--- src/rtl/rts_delay_gen.sv ---
module rts_delay_gen #(
  parameter int SEL_W = 2
) (
  input  logic             clk,
  input  logic             rst_n,
  input  logic             rx_init,
  input  logic             rx_en,
  input  logic             char_done,
  input  logic             frame_start,
  input  logic             bit_tick,
  input  logic             cfg_we,
  input  logic [SEL_W:0]   cfg_wdata,
  input  logic             gpo_val,
  output logic             rts_n
);

  localparam int MAX_DLY = 1 << ((1 << SEL_W) - 2);
  localparam int CNT_W   = $clog2(MAX_DLY + 1);

  logic [SEL_W-1:0] sel;
  logic             en;
  logic [CNT_W-1:0] cnt;
  logic             hold;
  logic [CNT_W-1:0] load;
  logic             pending;

  assign load    = (sel == '0) ? '0 : ({{(CNT_W-1){1'b0}}, 1'b1} << (sel - 1'b1));
  assign pending = (cnt != '0);

  always_ff @(posedge clk or negedge rst_n) begin
    if (!rst_n) begin
      sel  <= '0;
      en   <= 1'b0;
      cnt  <= '0;
      hold <= 1'b0;
    end else if (rx_init) begin
      sel  <= '0;
      en   <= 1'b0;
      cnt  <= '0;
      hold <= 1'b0;
    end else begin
      if (cfg_we) begin
        sel <= cfg_wdata[SEL_W-1:0];
        en  <= cfg_wdata[SEL_W];
      end
      if (!rx_en) begin
        cnt  <= '0;
        hold <= 1'b0;
      end else if (char_done) begin
        cnt  <= load;
        hold <= 1'b0;
      end else begin
        if (bit_tick && pending) cnt <= cnt - 1'b1;
        if (frame_start && pending) hold <= 1'b1;
      end
    end
  end

  assign rts_n = en ? (!rx_en || hold || pending) : gpo_val;

endmodule

--- config.mk ---
export PLATFORM = sky130hd
export DESIGN_NAME = rts_delay_gen
export DESIGN_NICKNAME = d
export VERILOG_FILES = /design/src/rtl/rts_delay_gen.sv
export SDC_FILE = /design/constraint.sdc
export NUM_CORES = 1
export LEC_CHECK = 0
export BUFFER_PORTS_ARGS = -buffer_cell sky130_fd_sc_hd__buf_2
export CORE_MARGIN = 2
export CORE_UTILIZATION = 30
export DETAILED_ROUTE_END_ITERATION = 8
export SETUP_SLACK_MARGIN = 0.05
export SKIP_CTS_REPAIR_TIMING = 1
export SLEW_MARGIN = 20
export SYNTH_ARGS = -nofsm -noshare
export SYNTH_HDL_FRONTEND = slang
export SYNTH_SLANG_ARGS = --single-unit
--- constraint.sdc ---
create_clock -name clk -period 4 [get_ports clk]
set_input_delay 0.8 -clock clk [delete_from_list [all_inputs] [get_ports clk]]
set_output_delay 0.8 -clock clk [all_outputs]
set_load 0.01 [all_outputs]
# ---- Yosys cells after proc, flatten, opt, wreduce, memory -nomap -nowiden
# Cells that the tools add are included.
dict set report classes {
  eq_ne 2
  add_sub_neg 2
  reduce_logical 8
  mux 14
  shifts 1
}
# cell count
set ops {}
lappend ops {{$mux 3} 5}
lappend ops {{$ne 4x2->1 const B} 2}
lappend ops {{$mux 1} 7}
lappend ops {{$mux 2} 2}
lappend ops {{$reduce_bool 3->1} 1}
lappend ops {{$shl 1x2->3 const A} 1}
lappend ops {{$sub 3x1->3 const B} 1}
lappend ops {{$logic_and 1x1->1} 2}
lappend ops {{$logic_not 2->1} 1}
lappend ops {{$logic_or 1x1->1} 2}
lappend ops {{$reduce_bool 2->1} 1}
lappend ops {{$sub 2x1->2 const B} 1}
lappend ops {{$logic_not 1->1} 1}
dict set report word_totals {
  inputBits 12
  out_inout_bits 1
  word_cells 31
  regBits 7
}

# ---- Depth between registers and ports, before layout
# Gate-level depths: netlist of the first run.
dict set report logic_depth {
  word_depth 6
  depth_mapped 5
}

# ---- Worst setup path after synthesis of the first run
# No wires, ideal clock.
dict set report synth_timing {
  kind {input-to-output}
  startpoint {input port rx_en}
  endpoint {output port rts_n}
  slack_ns 2.051
  t_arrival_ns 1.149
  t_required_ns 3.200
  n_path_buf 0
  path_stages 2
  cell_sequence {nor3b_1 > a21oi_1}
}
dict set report synth_between {
  elab_chain_cells 4
}
# item line_no
set synth_rtl {}
lappend synth_rtl {{start: declaration} 7} ;# input logic rx_en,
lappend synth_rtl {{$logic_not 1->1} 59} ;# assign rts_n = en ? (!rx_en || hold || pending) : gpo_val;
lappend synth_rtl {{$logic_or 1x1->1 (2 in a row)} 59}
lappend synth_rtl {{$mux 1} 59}
lappend synth_rtl {{end: declaration} 14} ;# output logic rts_n
# Every way passes these cells.

# ---- Worst setup path in the final report of the first run
dict set report layout_timing {
  startpoint {register cnt[0]}
  endpoint {output port rts_n}
}
dict set report layout_between {
  elab_chain_cells 3
}
# item line_no
set layout_rtl {}
lappend layout_rtl {{start: declaration} 22} ;# logic [CNT_W-1:0] cnt;
lappend layout_rtl {{start signal: assignment} 50} ;# cnt <= load;
lappend layout_rtl {{start signal: assignment} 53} ;# if (bit_tick && pending) cnt <= cnt - 1'b1;
lappend layout_rtl {{$reduce_bool 3->1} 28} ;# assign pending = (cnt != '0);
lappend layout_rtl {{$logic_or 1x1->1} 59}
lappend layout_rtl {{$mux 1} 59}
# Every way passes these cells.

==> impl_metrics.yaml, run 1 <==
outcome:
  status: "finished clean"
clock_tree:
  path_clk_slew_ns: 0.05
  cts_max_path_buffers: 2
  clockRootBuffer: "clkbuf_4"
  cts_tree: "done"
  h-tree-depth: 1
  clk_latency_ns: 0.25
  cts_inserted_buffers: 3
  cts.sinks: 7
job:
  drv_cap: 0
synth:
  yosysTopAreaCell: "dfrtp_1"
  netlist-cell-type-count: 22
  yosysWarnings: 0
  synth.top_cell.area_share_pct: 43.6
  seq_area_frac_synth_pct: 43.6
  synth_nets: 54
  netlist_top_cells_area: "dfrtp_1, mux2i_1, ha_1"
  synthesis.area_um2: 402
  synth-seq-cells: 7
  ys.flop_type: "dfrtp_1"
  synth_cells: 40
  async_reset_ff_share_pct: 100
  syn_area_per_cell_um2: 10.0
  synth_edf_count: 0
critical_path:
  path_max_fanout: 6
  end_kind: "primary output"
  cp_cell_sequence: "inv_1 > ha_1 > nand2b_1 > nor3b_1 > a21oi_1 > buf_2"
  worst_setup_path_start_kind: "flip-flop"
  slowest_stage: "dfrtp_1"
  cp.required_ns: 3.20
  crit_path_max_incr_delay_ns: 0.38
  critical_path_class: "reg2out"
  cp.arrival_ns: 1.49
final_layout:
  post-route-util_pct: 39.1
  area_delta_synth_final_pct: 23.4
  drive_gt1_share_pct: 30.9
  nNetsFinal: 70
  instances_no_fill: 70
  antennaDiodeCount: 0
  fillCellCount: 130
routing:
  drtIter0Drc: 1
  via_count: 339
  drtPass1Iterations: 2
  drc: 0
  antenna_left: 0
  vias_per_cell: 4.84
  wire_per_inst_um: 11.2
  routed_wl_um: 786
global_routing:
  grt_pass1_wl_um: 1440
  overflow: 0
  grt_start_max_net_pins: 11
  groute.usage.overall_pct: 13.9
  grt_pass1_vias: 363
  grt_antenna_before_repair: 0
sta:
  max_slew_margin_pct: 83.6
  tns_ns: 0
  hold_viol_final: 0
  worst_pin_slew_ns: 0.242
  setup-violations-final: 0
  period_needed_ns: 2.29
  rsz0062_at_grt: "false"
  finClkSkew_ns: 0.00393
  clock.fmax_mhz: 436
  fin_hold_ws_ns: 0.380
  post-route-period-util_pct: 57.3
  maxSlewViolCount: 0
placement:
  dp_cells: 66
  routabilityCongestion: 0.679
  io_buffers: 12
die:
  die_y_um: 40.6
  initial_core_util_pct: 31.7
  rows: 13
  num_io_pins: 13
  dieArea_mm2: 0.00165
  dieWidth_um: 40.6
  core_mm2: 0.00127
power_and_ir_drop:
  seq_power_share_pct: 46.6
  p_sw_uw: 39.6
  internal-power_uw: 123
  pwr-share-comb_pct: 14.7
  p_sw_share_pct: 24.3
  peakVddDrop_mv: 0.134
  power.density_mw_per_mm2: 329
  leakage_uw: 0.000241
  p_total_uw: 163
  power.clock.fraction_pct: 38.7
min_path:
  hold_class: "in2async"
[through the flow]
step	cell area (µm²)	setup WS (ns)
after detailed placement	469	1.83
after floorplan	402	2.05
after CTS	495	1.67
after global placement	469	1.91
final	495	1.71
after global routing	495	1.58
[synth_stat cells (2+ instances only)]
cell / instances
dfrtp_1: 7
nor2_1: 4
a21oi_1: 3
inv_1: 3
mux2i_1: 3
nand2b_1: 3
ha_1: 2
[area by class of cell]
cell class | instances | area [µm²] | share of cell area [%]
multi-input cells | 29 | 204 | 41.2
flip-flops and latches | 7 | 175 | 35.4
repair buffers | 12 | 60.1 | 12.1
clock buffers | 4 | 26.3 | 5.30
well taps | 15 | 18.8 | 3.79
inverters | 3 | 11.3 | 2.27
[metal layers]
| metal | vias to the layer above | part of all wire [%] | GRT usage, % |
|---|---|---|---|
| met1 | 153 | 48 | 14.9 |
| met3 | 2 | 5.3 | 5.00 |
| met4 | 0 | 0.89 | 7.50 |
| met2 | 11 | 46 | 23.4 |
| li1 | 173 | - | - |
| met5 | - | 0 | 0 |
[worst paths after layout]
check | startpoint | to | slack, ns | depth (start not counted)
worst max-delay path | cnt[0] | rts_n | 1.71 | 6
worst min-delay path | rst_n | en | 0.38 | 1
worst max register to register | cnt[0] | cnt[1] | 2.61 | 5
worst min register to register | en | en | 0.56 | 2
max in group asynchronous | rst_n | sel[1] | 3.45 | 1
min in group clk | en | en | 0.56 | 2
[sequential cells by signal, indices dropped and copies added (netlist names)]
| name | cells |
|---|---|
| cnt | 3 |
| en | 1 |
| sel | 2 |
| hold | 1 |
[placed cells by master (no fill, tap or decap)]
master / netlist / layout
nand3b_1: 1 / 1
o21ai_0: 1 / 1
nand2b_1: 3 / 3
a211oi_1: 1 / 1
and4b_2: 1 / 1
inv_1: 3 / 3
clkbuf_4: 0 / 3
mux2i_1: 3 / 3
nor4b_1: 1 / 1
and3_1: 1 / 1
a21oi_1: 3 / 3
nor3b_1: 1 / 1
ha_1: 2 / 2
buf_2: 0 / 12
a31oi_1: 1 / 1
clkbuf_1: 0 / 1
a211o_2: 1 / 1
nand3_1: 1 / 1
nor3_1: 1 / 1
or4_1: 1 / 1
nand2_1: 1 / 1
nand4b_1: 1 / 1
nor2_1: 4 / 4
dfrtp_1: 7 / 7
[critical path, delay by kind of cell, from the launching register on]
family | cells | cell delay [ns]
fa+ha+maj | 1 | 0.16
compound gates | 1 | 0.10
flops | 1 | 0.38
simple gates | 2 | 0.38
buf+inv | 2 | 0.23
[power by group through the flow]
stage	registers [µW]	logic [µW]	clock network, µW
detailed placement	77.1	24.4	0
global placement	77.0	24.2	0
global route	76.3	27.8	70.0
finish	75.9	24.0	63.0
floorplan	76.4	14.2	0
CTS	75.9	24.6	66.7
[kinds of logic (layout without fill, tap and decap cells)]
family,count (synthesis),in the layout,share of synthesized area [%]
compound gates,7,7,10.9
fa+ha+maj,2,2,6.23
mux,3,3,7.48
simple gates,17,17,26.2
flops,7,7,43.6
buf+inv,4,19,5.61
Note: power is estimated with default switching activity, not from simulation.
==> run 2: changes to the inputs <==
Clock period 4 ns to 2.3 ns, I/O delays scaled along.
==> run 2 against run 1 <==
Power increased by 74%. Sequential share of layout area unchanged. Combinational power increased by 72%. Worst setup slack got worse by 1.3 ns. Final cell count unchanged. Routed wire length decreased by 2.7%. Register-to-register slack got worse by 1.7 ns. Highest routed layer is now met3.
==> impl_metrics.yaml, run 2 (synthesis results as in run 1) <==
outcome:
  status: "finished clean"
final_layout:
  largest_reg_flops: 3
  drive_gt1_share_pct: 30.9
  largest_register: "cnt"
  antennaDiodeCount: 0
  area_delta_synth_final_pct: 23.4
  mostFrequentLayoutCells: "buf_2, dfrtp_1, nor2_1"
  final_common_cell: "buf_2"
  reg_top3: "cnt x3, sel x2"
  post-route-util_pct: 39.1
  stdcell_area_um2: 495
  instances_no_fill: 70
  nNetsFinal: 70
routing:
  routed_wl_um: 765
  wire_per_inst_um: 10.9
  drtIter0Drc: 0
  drtPass1Iterations: 1
  via_count: 329
  antenna_left: 0
  drc: 0
  vias_per_cell: 4.70
die:
  rows: 13
  dieWidth_um: 40.6
  initial_core_util_pct: 31.7
  die_y_um: 40.6
  dieArea_mm2: 0.00165
  num_io_pins: 13
  core_mm2: 0.00127
sta:
  tns_ns: 0
  max_slew_margin_pct: 84.9
  period_needed_ns: 1.89
  hold_viol_final: 0
  setup-violations-final: 0
  finClkSkew_ns: 0.00251
  clock.fmax_mhz: 529
  post-route-period-util_pct: 82.2
  maxSlewViolCount: 0
  rsz0062_at_grt: "false"
  worst_pin_slew_ns: 0.223
critical_path:
  cp.arrival_ns: 1.43
  cp.required_ns: 1.84
  end_kind: "primary output"
  crit_path_max_incr_delay_ns: 0.38
  worst_setup_path_start_kind: "flip-flop"
  critical_path_class: "reg2out"
  cp_cell_sequence: "inv_1 > ha_1 > nand2b_1 > nor3b_1 > a21oi_1 > buf_2"
  path_max_fanout: 6
  slowest_stage: "dfrtp_1"
clock_tree:
  path_clk_slew_ns: 0.05
  cts_inserted_buffers: 3
  cts_max_path_buffers: 2
  clk_latency_ns: 0.25
  cts.sinks: 7
  h-tree-depth: 1
  cts_tree: "done"
  clockRootBuffer: "clkbuf_4"
power_and_ir_drop:
  leakage_uw: 0.000241
  power.density_mw_per_mm2: 572
  peakVddDrop_mv: 0.255
global_routing:
  grt_start_max_net_pins: 11
  use_met2_pct: 18.3
  grt_pass1_wl_um: 1240
  gr-max-usage-layer: "met2"
  grt_pass1_vias: 325
  use_met3_pct: 3.89
  met1_usage_pct: 14.1
  grt_antenna_before_repair: 0
  overflow: 0
  groute.usage.overall_pct: 11.9
placement:
  dp_cells: 66
  placed_cell_area_um2: 469
  io_buffers: 12
  place_hpwl_um: 614
  routabilityCongestion: 0.691
min_path:
  hold_class: "in2async"
job:
  drv_cap: 0
run 2: path summary, 6_finish.rpt:
kind | startpoint | to | slack, ns | cells after the start
setup reg to reg | cnt[0] | cnt[1] | 0.92 | 5
min in group clk | rx_init | sel[1] | 0.40 | 2
hold / removal | rst_n | sel[1] | 0.04 | 1
hold reg to reg | en | en | 0.56 | 2
setup / recovery | cnt[0] | rts_n | 0.41 | 6
max in group asynchronous | rst_n | cnt[1] | 2.10 | 1
run 2: metal layers:
metal	vias up	routed length (µm)
met5	-	0
met4	0	0
met3	0	43
met2	11	366
met1	143	356
li1	175	-
run 2: area by class of cell:
cell class / count / area (µm²)
clock buffer: 4 / 26.3
fill: 130 / 773
timing repair buffer: 12 / 60.1
multi-input combinational: 29 / 204
inverter: 3 / 11.3
tap: 15 / 18.8
sequential: 7 / 175
run 2: power by group:
part           internal (µW)  switching (µW)
clock                   66.1            44.0
combinational           20.0            21.3
sequential               128            3.66
run 2: stage by stage:
stage	hold slack, ns	worst slack [ns]	total power (µW)
detailed placement	0.305	0.656	176
floorplan	0.164	0.824	158
CTS	0.0334	0.388	291
finish	0.0380	0.409	283
global route	0.0324	0.269	307
global placement	0.304	0.678	176
run 2: worst max-delay path, delay by kind of cell, from the launching register on:
| family | cells | cell delay [ns] |
|---|---|---|
| adder cells (fa/ha/maj) | 1 | 0.16 |
| flip-flops | 1 | 0.38 |
| buffers and inverters | 2 | 0.22 |
| AO/OA/AOI/OAI | 1 | 0.08 |
| AND/OR/NAND/NOR | 2 | 0.35 |
==> run 3: changes to the inputs <==
Clock period 2.3 ns to 1.7 ns, I/O delays scaled along.
==> run 3 against run 2 <==
First-iteration DRC count is 3 higher. Design area grew 10%. Via count is 7.3% higher. Final cell count increased by 4.3%. Non-clock buffer count rose by 3. Sequential power up 36%. Power grew 43%. Clock skew increased by 0.0043 ns. Worst setup slack worse by 0.36 ns.
==> impl_metrics.yaml, run 3 (synthesis results as in run 1) <==
routing:
  vias_per_cell: 4.84
  via_count: 353
  antenna_left: 0
  routed_wl_um: 808
  drc: 0
  drtPass1Iterations: 4
  drtIter0Drc: 3
  wire_per_inst_um: 11.1
critical_path:
  reg2reg_slack_ns: 0.31
  path_max_fanout: 3
  crit_family: "flip-flops"
  worst_setup_path_start_kind: "flip-flop"
  critPathBufInv: 2
  r2r_end: "cnt[1]"
  crit_cells: 6
  crit_path_max_incr_delay_ns: 0.38
  cp.required_ns: 1.36
  end_kind: "primary output"
  r2r_cells: 6
  cp_cell_sequence: "inv_2 > ha_4 > nand2b_4 > nor3b_2 > a21oi_1 > buf_2"
  critical_path_class: "reg2out"
  timing.rr.start: "cnt[1]"
  cp.arrival_ns: 1.31
  slowest_stage: "dfrtp_1"
job:
  drv_cap: 0
sta:
  fin_ws_ns: 0.0524
  max_slew_margin_pct: 83.7
  rsz0062_at_grt: "true"
  clock.fmax_mhz: 607
  setup-violations-final: 0
  worst_pin_slew_ns: 0.241
  post-route-period-util_pct: 96.9
  hold_viol_final: 0
  finClkSkew_ns: 0.00677
  fin_hold_ws_ns: 0.280
  period_needed_ns: 1.65
  maxSlewViolCount: 0
global_routing:
  grt_pass1_vias: 333
  groute.usage.overall_pct: 12.4
  grt_start_max_net_pins: 11
  overflow: 0
  grt_pass1_wl_um: 1300
  grt_antenna_before_repair: 0
power_and_ir_drop:
  power.density_mw_per_mm2: 742
  peakVddDrop_mv: 0.445
  p_total_uw: 405
  leakage_uw: 0.000262
min_path:
  min_path_cells: 2
  hold_class: "in2reg"
  hold_end: "en"
  hp-start: "rx_init"
die:
  core_mm2: 0.00127
  dieArea_mm2: 0.00165
  num_io_pins: 13
  rows: 13
  initial_core_util_pct: 31.7
  dieWidth_um: 40.6
  die_y_um: 40.6
placement:
  io_buffers: 12
  place_ws_ns: 0.183
  routabilityCongestion: 0.675
  placed_cell_area_um2: 469
  place_hpwl_um: 616
clock_tree:
  clockRootBuffer: "clkbuf_4"
  cts_inserted_buffers: 3
  cts_max_path_buffers: 2
  path_clk_slew_ns: 0.06
  cts.sinks: 7
  clk_latency_ns: 0.25
  h-tree-depth: 1
  cts_tree: "done"
final_layout:
  multi_input_area_um2: 229
  seqCellArea_um2: 175
  post-route-util_pct: 43.0
  largest_reg_flops: 3
  antennaDiodeCount: 0
  mostFrequentLayoutCells: "buf_2, dfrtp_1, nor2_1"
  fillCellCount: 131
  reg_top3: "cnt x3, sel x2"
  nNetsFinal: 73
  largest_register: "cnt"
  final_common_cell: "buf_2"
  area_delta_synth_final_pct: 35.8
  stdcell_area_um2: 546
  drive_gt1_share_pct: 41.4
outcome:
  status: "finished clean"
run 3: cell count changes in the layout (fill, tap and decap cells not counted):
cell           before  now
ha_1                2    1
dlygate4sd3_1       0    1
nand2b_4            0    1
inv_2               0    2
nor3b_1             1    0
nand2b_1            3    2
inv_1               3    1
nor3b_2             0    1
ha_4                0    1
buf_4               0    2
run 3: worst max path at each step:
stage / endpoint / start / slack (ns)
3_5_place_dp: rts_n / cnt[0] / 0.18
3_3_place_gp: rts_n / cnt[0] / 0.20
2_1_floorplan: rts_n / cnt[0] / 0.34
6_report: rts_n / cnt[1] / 0.05
5_1_grt: rts_n / cnt[0] / -0.02
4_1_cts: rts_n / cnt[0] / -0.1
run 3: power by group:
group / total, µW / internal [µW] / leakage, µW / switching, µW
Sequential: 179 / 173 / 0.0000949 / 5.38
Clock: 156 / 89.9 / 0.0000150 / 65.9
Combinational: 70.3 / 37.8 / 0.000152 / 32.5
Total: 405 / 301 / 0.000262 / 104
run 3: layout make-up:
cell class	instances	area share [%]
flip-flops and latches	7	32.1
multi-input cells	29	42.0
clock buffers	4	4.82
repair buffers	15	15.6
inverters	3	2.06
well taps	15	3.44
run 3: through the flow:
step                      TNS, ns  cells
final                           0     73
after CTS                 -0.0991     70
after global routing      -0.0224     73
after global placement          0     66
after floorplan                 0     40
after detailed placement        0     66
run 3: worst register-to-register path: cells and delay by family, from the launching register on:
kind            cells  cell delay [ns]
fa+ha+maj           1             0.15
buf+inv             2             0.22
simple gates        2             0.22
compound gates      1             0.31
flops               1             0.38
run 3: layer usage:
metal,routed length (µm),global-route usage [%],vias up
met3,49,2.22,2
met4,7,10.0,0
met2,379,17.9,11
met5,0,0,-
met1,371,15.8,159
li1,-,-,181
